**src/rtl/frm_pkg.sv**
```systemverilog
package frm_pkg;

  localparam int TAP_W = 3;

  // control register layout, bit 7 down to bit 0
  typedef struct packed {
    logic             clr1;
    logic [TAP_W-1:0] tap;
    logic             swapN;
    logic             en;
    logic             sel;
    logic             preset;
  } ctrl_t;

  // strobes from the control module to the datapath
  typedef struct packed {
    logic inc1;
    logic inc2;
    logic forceOnes;
    logic clear1;
    logic sel;
  } strobe_t;

endpackage

```
**src/rtl/frm_edge_det.sv**
```systemverilog
module frm_edge_det #(
  parameter int STAGES = 2
) (
  input  logic clk,
  input  logic rstN,
  input  logic din,
  output logic pulse
);
  localparam int LAST = STAGES;

  logic [LAST:0] shiftQ;

  always_ff @(posedge clk or negedge rstN) begin
    if (!rstN) shiftQ <= '0;
    else       shiftQ <= {shiftQ[LAST-1:0], din};
  end

  // rising edge seen between the last sync stage and the history stage
  assign pulse = shiftQ[LAST-1] & ~shiftQ[LAST];
endmodule

```
**src/rtl/frm_ctrl.sv**
```systemverilog
module frm_ctrl
  import frm_pkg::*;
#(
  parameter int CNT_W = 16
) (
  input  logic        clk,
  input  logic        rstN,
  input  logic        wrEn,
  input  logic [7:0]  wrData,
  input  logic        pulseA,
  input  logic        pulseB,
  output ctrl_t       ctrlQ,
  output logic        done,
  output strobe_t     strb
);
  localparam logic [CNT_W-1:0] ONE = {{(CNT_W-1){1'b0}}, 1'b1};

  logic [CNT_W-1:0] winCnt;
  logic [CNT_W-1:0] stopM1;
  logic             route1, route2;
  logic             active;
  logic             startWr;

  always_ff @(posedge clk or negedge rstN) begin
    if (!rstN)     ctrlQ <= '0;
    else if (wrEn) ctrlQ <= ctrl_t'(wrData);
  end

  assign startWr = wrEn & wrData[2];

  // window length minus one: 2^(2k+1) - 1
  assign stopM1 = (ONE << {ctrlQ.tap, 1'b1}) - ONE;

  always_comb begin
    if (ctrlQ.swapN) begin
      route1 = pulseA;
      route2 = pulseB;
    end else begin
      route1 = pulseB;
      route2 = pulseA;
    end
  end

  assign active = ctrlQ.en & ~done & ~ctrlQ.preset;

  always_ff @(posedge clk or negedge rstN) begin
    if (!rstN) begin
      winCnt <= '0;
      done   <= 1'b0;
    end else if (startWr) begin
      winCnt <= '0;
      done   <= 1'b0;
    end else if (active && route2) begin
      winCnt <= winCnt + ONE;
      if (winCnt == stopM1) done <= 1'b1;
    end
  end

  always_comb begin
    strb.inc1      = active & route1;
    strb.inc2      = active & route2;
    strb.forceOnes = ctrlQ.preset;
    strb.clear1    = ctrlQ.clr1;
    strb.sel       = ctrlQ.sel;
  end
endmodule

```
**src/rtl/frm_datapath.sv**
```systemverilog
module frm_datapath
  import frm_pkg::*;
#(
  parameter int CNT_W  = 16,
  parameter int ADDR_W = 1
) (
  input  logic              clk,
  input  logic              rstN,
  input  strobe_t           strb,
  input  logic [ADDR_W-1:0] rdAddr,
  output logic [7:0]        rdData,
  output logic [CNT_W-1:0]  cnt1Q,
  output logic [CNT_W-1:0]  cnt2Q
);
  localparam int NCNT = 2;
  localparam logic [CNT_W-1:0] ONE = {{(CNT_W-1){1'b0}}, 1'b1};

  logic [CNT_W-1:0] cntQ [NCNT];
  logic [NCNT-1:0]  incVec;
  logic [NCNT-1:0]  clrVec;
  logic [CNT_W-1:0] selVal;

  assign incVec = {strb.inc2, strb.inc1};
  assign clrVec = {1'b0, strb.clear1};

  for (genvar i = 0; i < NCNT; i++) begin : g_cnt
    always_ff @(posedge clk or negedge rstN) begin
      if (!rstN)               cntQ[i] <= '0;
      else if (strb.forceOnes) cntQ[i] <= '1;
      else if (clrVec[i])      cntQ[i] <= '0;
      else if (incVec[i])      cntQ[i] <= cntQ[i] + ONE;
    end
  end

  assign cnt1Q  = cntQ[0];
  assign cnt2Q  = cntQ[1];
  assign selVal = strb.sel ? cntQ[1] : cntQ[0];
  assign rdData = selVal[{rdAddr, 3'b000} +: 8];
endmodule

```
**src/rtl/freq_ratio_meter.sv**
```systemverilog
module freq_ratio_meter
  import frm_pkg::*;
#(
  parameter int CNT_W       = 16,
  parameter int SYNC_STAGES = 2
) (
  input  logic       clk,
  input  logic       rstN,
  input  logic       srcA,
  input  logic       srcB,
  input  logic       wrEn,
  input  logic [7:0] wrData,
  input  logic       rdAddr,
  output logic [7:0] rdData,
  output logic       done
);
  localparam int NSRC = 2;

  logic [NSRC-1:0]  srcVec;
  logic [NSRC-1:0]  pulseVec;
  ctrl_t            ctrlQ;
  strobe_t          strb;
  logic [CNT_W-1:0] cnt1Q, cnt2Q;

  assign srcVec = {srcB, srcA};

  for (genvar i = 0; i < NSRC; i++) begin : g_src
    frm_edge_det #(.STAGES(SYNC_STAGES)) u_edge (
      .clk   (clk),
      .rstN  (rstN),
      .din   (srcVec[i]),
      .pulse (pulseVec[i])
    );
  end

  frm_ctrl #(.CNT_W(CNT_W)) u_ctrl (
    .clk    (clk),
    .rstN   (rstN),
    .wrEn   (wrEn),
    .wrData (wrData),
    .pulseA (pulseVec[0]),
    .pulseB (pulseVec[1]),
    .ctrlQ  (ctrlQ),
    .done   (done),
    .strb   (strb)
  );

  frm_datapath #(.CNT_W(CNT_W), .ADDR_W(1)) u_dp (
    .clk    (clk),
    .rstN   (rstN),
    .strb   (strb),
    .rdAddr (rdAddr),
    .rdData (rdData),
    .cnt1Q  (cnt1Q),
    .cnt2Q  (cnt2Q)
  );
endmodule

```
**config.mk**
```make
export PLATFORM = sky130hd
export DESIGN_NAME = freq_ratio_meter
export DESIGN_NICKNAME = d
export VERILOG_FILES = /design/src/rtl/frm_pkg.sv /design/src/rtl/frm_edge_det.sv /design/src/rtl/frm_ctrl.sv /design/src/rtl/frm_datapath.sv /design/src/rtl/freq_ratio_meter.sv
export SDC_FILE = /design/constraint.sdc
export NUM_CORES = 1
export LEC_CHECK = 0
export BUFFER_PORTS_ARGS = -buffer_cell sky130_fd_sc_hd__buf_2
export CAP_MARGIN = 40
export CORE_MARGIN = 10
export CORE_UTILIZATION = 35
export CTS_CLUSTER_SIZE = 10
export DETAILED_ROUTE_END_ITERATION = 8
export GPL_TIMING_DRIVEN = 1
export PLACE_DENSITY = 0.49
export SKIP_LAST_GASP = 1
export SYNTH_ARGS = -nofsm -noshare
export SYNTH_HDL_FRONTEND = slang
export SYNTH_SLANG_ARGS = --single-unit
```
**constraint.sdc**
```tcl
create_clock -name clk -period 1.9 [get_ports clk]
set_clock_uncertainty 0.1 [all_clocks]
set_input_delay 0.19 -clock clk [delete_from_list [all_inputs] [get_ports clk]]
set_output_delay 0.19 -clock clk [all_outputs]
set_load 0.02 [all_outputs]
```
# Word-level counts from Yosys, hierarchy flattened
# Cells that the tools add are included.
# Widths: inputs -> output; s select.
# op_classes
n_addsub,4
mul,0
div_mod_pow,0
order_cmp,0
eq_ne,1
shifts,2
muxes,13
n_bitwise,11
reduce_logical,6
# ops
operator,n
$mux 16,8
$add 16x1->16 const B,3
$eq 16x16->1,1
$shiftx 16x5->8,1
$shl 1x4->16 const A,1
$sub 16x1->16 const B,1
$and 1x1->1,7
$reduce_bool 2->1,3
$mux 1,5
$not 1->1,4
$reduce_bool 3->1,1
$reduce_and 2->1,1
$logic_and 1x1->1,1
# word_totals
ff_bits,63
latch_bits,0
ram_bits,0
romBits,0
inputBits,14
memories,0

# Depth between registers and ports, before layout
# depth
depth_word,7
mapped_depth,9
ltp_nobuf,8

# Modules after synthesis
# From an unflattened synthesis, not the netlist that was laid out.
# unflattened
cells_unflattened,345
area_unflattened_um2,3544.6
# by_module_without_submodules
module,instances,cells_per_inst,area_each_um2,seq_area_each_um2
frm_datapath,1,172,1800.5,800.8
frm_ctrl,1,165,1566.5,625.6
frm_edge_det,2,4,88.8,75.1

# Worst setup path after synthesis
# OpenSTA, ideal clock, no wires.
# synth_timing
path_type,register -> register
startpoint,"register, netlist name u_ctrl.ctrlQ[6]"
endpoint,register u_ctrl.done
t_arrival_ns,1.836
required_ns,1.705
setup_slack_ns,-0.131
stages_incl_launch_ff,8
n_path_buf,0
period_less_slack_ns,2.031
cell_sequence,dfrtp_1 or3_4 ha_1 inv_1 o22ai_1 a222oi_1 o211ai_1 o31ai_1
# synth_via
elab_chain_len,5
# synth_rtl
item,line,text
$shl 1x4->16,frm_ctrl.sv:32,"assign stopM1 = (ONE << {ctrlQ.tap, 1'b1}) - ONE;"
$sub 16x1->16,frm_ctrl.sv:32,
$eq 16x16->1,frm_ctrl.sv:55,if (winCnt == stopM1) done <= 1'b1;
$reduce_bool 2->1 (no line),n/a,
$reduce_and 2->1 (no line),n/a,
"end signal, assigned",frm_ctrl.sv:49,done <= 1'b0;
"end signal, assigned",frm_ctrl.sv:52,done <= 1'b0;
"end signal, assigned",frm_ctrl.sv:55,
"end, declared",frm_ctrl.sv:13,"output logic done,"
# Every way passes these cells.
# A chain may end at the register's enable or synchronous reset.

# Worst setup path in the final report
# layout_timing
startpoint,"register, netlist name u_ctrl.ctrlQ[4]"
endpoint,register u_ctrl.done
# layout_via
elab_chain_len,5
# layout_rtl
item,line
$shl 1x4->16,frm_ctrl.sv:32
$sub 16x1->16,frm_ctrl.sv:32
$eq 16x16->1,frm_ctrl.sv:55
$reduce_bool 2->1 (no line),n/a
$reduce_and 2->1 (no line),n/a
# Every way passes these cells.

==> summary.txt <==
Die
  – Core Box Area: 0.009774 sq mm
  – # rows: 36
  – Die area: 0.01441 sq mm
  – I/O pin cnt: 23
  – Starting Density: 35.84%
  – DIE WIDTH: 120.0 um
  – Die height: 120.0 um

Placement
  – Placed Instances: 519
  – Port Buf Inserts: 22
  – Gpl congestion: 0.8133
  – DP HPWL: 6.149 mm
  – Placed cell areas: 0.004008 sq mm
  – Setup Slack @ Placement: -100.8 ps

Timing
  – Post-route setup slack: -62.26 ps
  – Slew headroom: 59.64%
  – Final setup viols: 1
  – Final Hold Fails: 0
  – Max Fclk: 0.5096 GHz
  – Slew Limit Fails: 0
  – Unrepaired setup endpoints after global routing: true
  – Crit share post-route: 103.3%
  – Final min period: 1962 ps
  – Worst-margin pin slew: 605.4 ps

Cells and area
  – Antenna Cells: 0
  – Layout cells sized above 1: 30.09%
  – Non-filler cells, final: 555
  – NumNets Final: 436
  – Filler cell count: 952
  – Finished Cell Area: 0.004526 sq mm
  – Area growth from synthesis to layout: 29.18%

Drt
  – Wire per inst: 15.63 um
  – Residual DRC: 0
  – Total number of vias: 2808
  – Final WL: 8.672 mm
  – DRT iter0 DRCs: 104
  – Antenna viol nets, final: 0
  – Vias per inst: 5.059
  – DR pass1 iterations: 4

Logic synthesis
  – Post-Syn Instances: 346
  – Synth area leaders: dfrtp_1, xnor2_1, mux4_2
  – Yosys cell types: 46
  – Register area share after synthesis: 45.00%
  – Number of synthesized flops with an enable pin: 0
  – Average size of a mapped cell: 10.13 sq um
  – Synth top cells by count: dfrtp_1, xnor2_1, nor2_1
  – Synth warn: 0
  – Syn Std Cell Area: 0.003503 sq mm
  – Cell with the most instances after synthesis: dfrtp_1
  – Synth Area in Adders: 1.429%
  – Synth Area in XOR/XNOR: 9.250%
  – Largest family of logic cells by synthesized area: simple AND/OR/NAND/NOR gates
  – Synth Area in Compound Gates: 11.93%
  – Post-Synth Simple-Gate Area: 21.07%
  – Yosys reg bits: 63
  – Async S/R FF share, synth: 100.0%
  – Mux cell area share after synthesis: 8.250%
  – Leading area contributor after synthesis: dfrtp_1
  – Post-synth top area share: 45.00%
  – Post-synth top flop: dfrtp_1
  – Syn nets: 364

Worst setup path
  – CP max stage delay: 410 ps
  – Buf/Inv on CP: 1
  – CP Cell Sequence: or3_4, ha_4, inv_2, o22ai_1, a222oi_1, o211ai_1, o31ai_1
  – Critical path startpoint category: flop
  – Delay-heaviest family, CP: compound AO/OA/AOI/OAI gates
  – Crit-path max FO: 5
  – Worst path required time: 2040 ps
  – Crit Path Class: reg2reg
  – Worst path slowest cell: or3_4
  – Worst setup EP type: flop
  – CP arrival: 2100 ps

Clock tree
  – Max H-tree Level: 3
  – Max clock buf depth: 2
  – CTS tree: built
  – Worst-skew pair later-pin latency: 330 ps
  – Num CTS Buffers: 9
  – TritonCTS Sinks: 63
  – Master cell of the clock root buffer: clkbuf_8
  – Clk slew on worst S/H paths: 70 ps

GRT
  – Antenna violations before repair: 0
  – Largest net degree at the start of global routing: 39
  – Global-route wire length before repair: 14.62 mm
  – Grt ovf: 0
  – Vias in the first global route: 2901
  – Gr usage total: 12.45%

Power
  – Lkg Pwr: 0.001815 uW
  – Max IR drop VDD: 0.0002892 V
  – Power density cells: 764.4 mW/mm^2

Run status
  – Failing checks: negative setup slack
  – Status: finished, violations left

Min path
  – HP Class: in2reg

Flow run
  – Max_cap viols: 0
==> cell usage in the layout, fill, tap and decap left out, drive strengths merged, types with 11 or more instances in the layout <==
master | Yosys | routed
a21oi | 12 | 12
buf | 3 | 67
clkbuf | 15 | 12
dfrtp | 63 | 63
nand2 | 21 | 21
nand2b | 11 | 11
nand3 | 11 | 11
nor2 | 25 | 25
nor3 | 16 | 16
o21bai | 21 | 21
xnor2 | 32 | 32
==> routing by layer <==
layer	GRT usage (%)	share of wire [%]	vias to the layer above
met5	0	0	-
li1	-	-	1394
met1	15.84	48	1375
met2	20.22	48	34
met3	3.282	2.6	5
met4	3.846	0.90	0
==> worst paths after layout <==
| path | from | end | slack [ps] | cells after the start |
|---|---|---|---|---|
| max | u_ctrl.ctrlQ[4]$_DFFE_PN0P_ | u_ctrl.done$_DFFE_PN0P_ | -60 | 7 |
| min | wrEn | u_ctrl.ctrlQ[2]$_DFFE_PN0P_ | 70 | 3 |
| min reg2reg | g_src[1].u_edge.shiftQ[0]$_DFF_PN0_ | g_src[1].u_edge.shiftQ[1]$_DFF_PN0_ | 250 | 0 |
| max in group asynchronous | rstN | u_ctrl.done$_DFFE_PN0P_ | 860 | 3 |
| min in group asynchronous | rstN | u_dp.cnt1Q[4]$_DFFE_PN0P_ | 250 | 2 |
| max reg2reg | u_ctrl.ctrlQ[4]$_DFFE_PN0P_ | u_ctrl.done$_DFFE_PN0P_ | -60 | 7 |
==> cells by family after synthesis <==
family | Yosys count
AND/OR/NAND/NOR | 134
adder cells (fa/ha/maj) | 4
multiplexers | 18
AO/OA/AOI/OAI | 62
flip-flops | 63
XOR/XNOR | 37
buffers and inverters | 28
==> layout make-up <==
class | count | area (sq um) | share of cell area [%]
multi-input cells | 255 | 1957 | 43.24
flip-flops and latches | 63 | 1578 | 34.86
repair buffers | 79 | 590.6 | 13.05
well taps | 133 | 166.4 | 3.677
clock buffers | 11 | 151.4 | 3.345
clock inverters | 4 | 45.04 | 0.9953
inverters | 10 | 37.54 | 0.8294
==> repair_timing <==
item	CTS	global route
gates resized for setup	5	24
pin swaps	3	2
hold buffers	10	0
gates cloned	0	1
setup buffers	1	9
endpoints found under the hold margin	26	0
endpoints found under the setup margin	10	36
==> flip-flops by register name, summed over array words and instances, names as in the netlist <==
register and count:
g_src.u_edge.shiftQ 6, u_ctrl.ctrlQ 8, u_ctrl.done 1, u_ctrl.winCnt 16, u_dp.cnt1Q 16, u_dp.cnt2Q 16
==> per-stage QoR <==
stage / hold slack, ps / utilization, % / setup TNS, ps / power, uW
after global routing: 75.55 / 46.30 / -590.3 / 3660
after global placement: 90.81 / 41.00 / -71.82 / 2231
final: 73.08 / 46.30 / -62.26 / 3460
after detailed placement: 94.36 / 41.00 / -100.8 / 2239
after CTS: 60.25 / 44.21 / -144.6 / 3458
after floorplan: -205.6 / - / -34.55 / 1984
==> worst reg2reg max path, stage by stage (launching register included) <==
cell      delay (ps)
dfrtp_1          380
or3_4            410
ha_4             190
inv_2             50
o22ai_1           80
a222oi_1         320
o211ai_1         150
o31ai_1          200
==> report_power, final <==
group          internal [uW]  switching, uW  leakage (uW)
Sequential              1440            120      0.000716
Clock                    664            520      0.000105
Combinational            369            352      0.000994
Total                   2470            992       0.00182
Note: power is estimated with default switching activity, not from simulation.
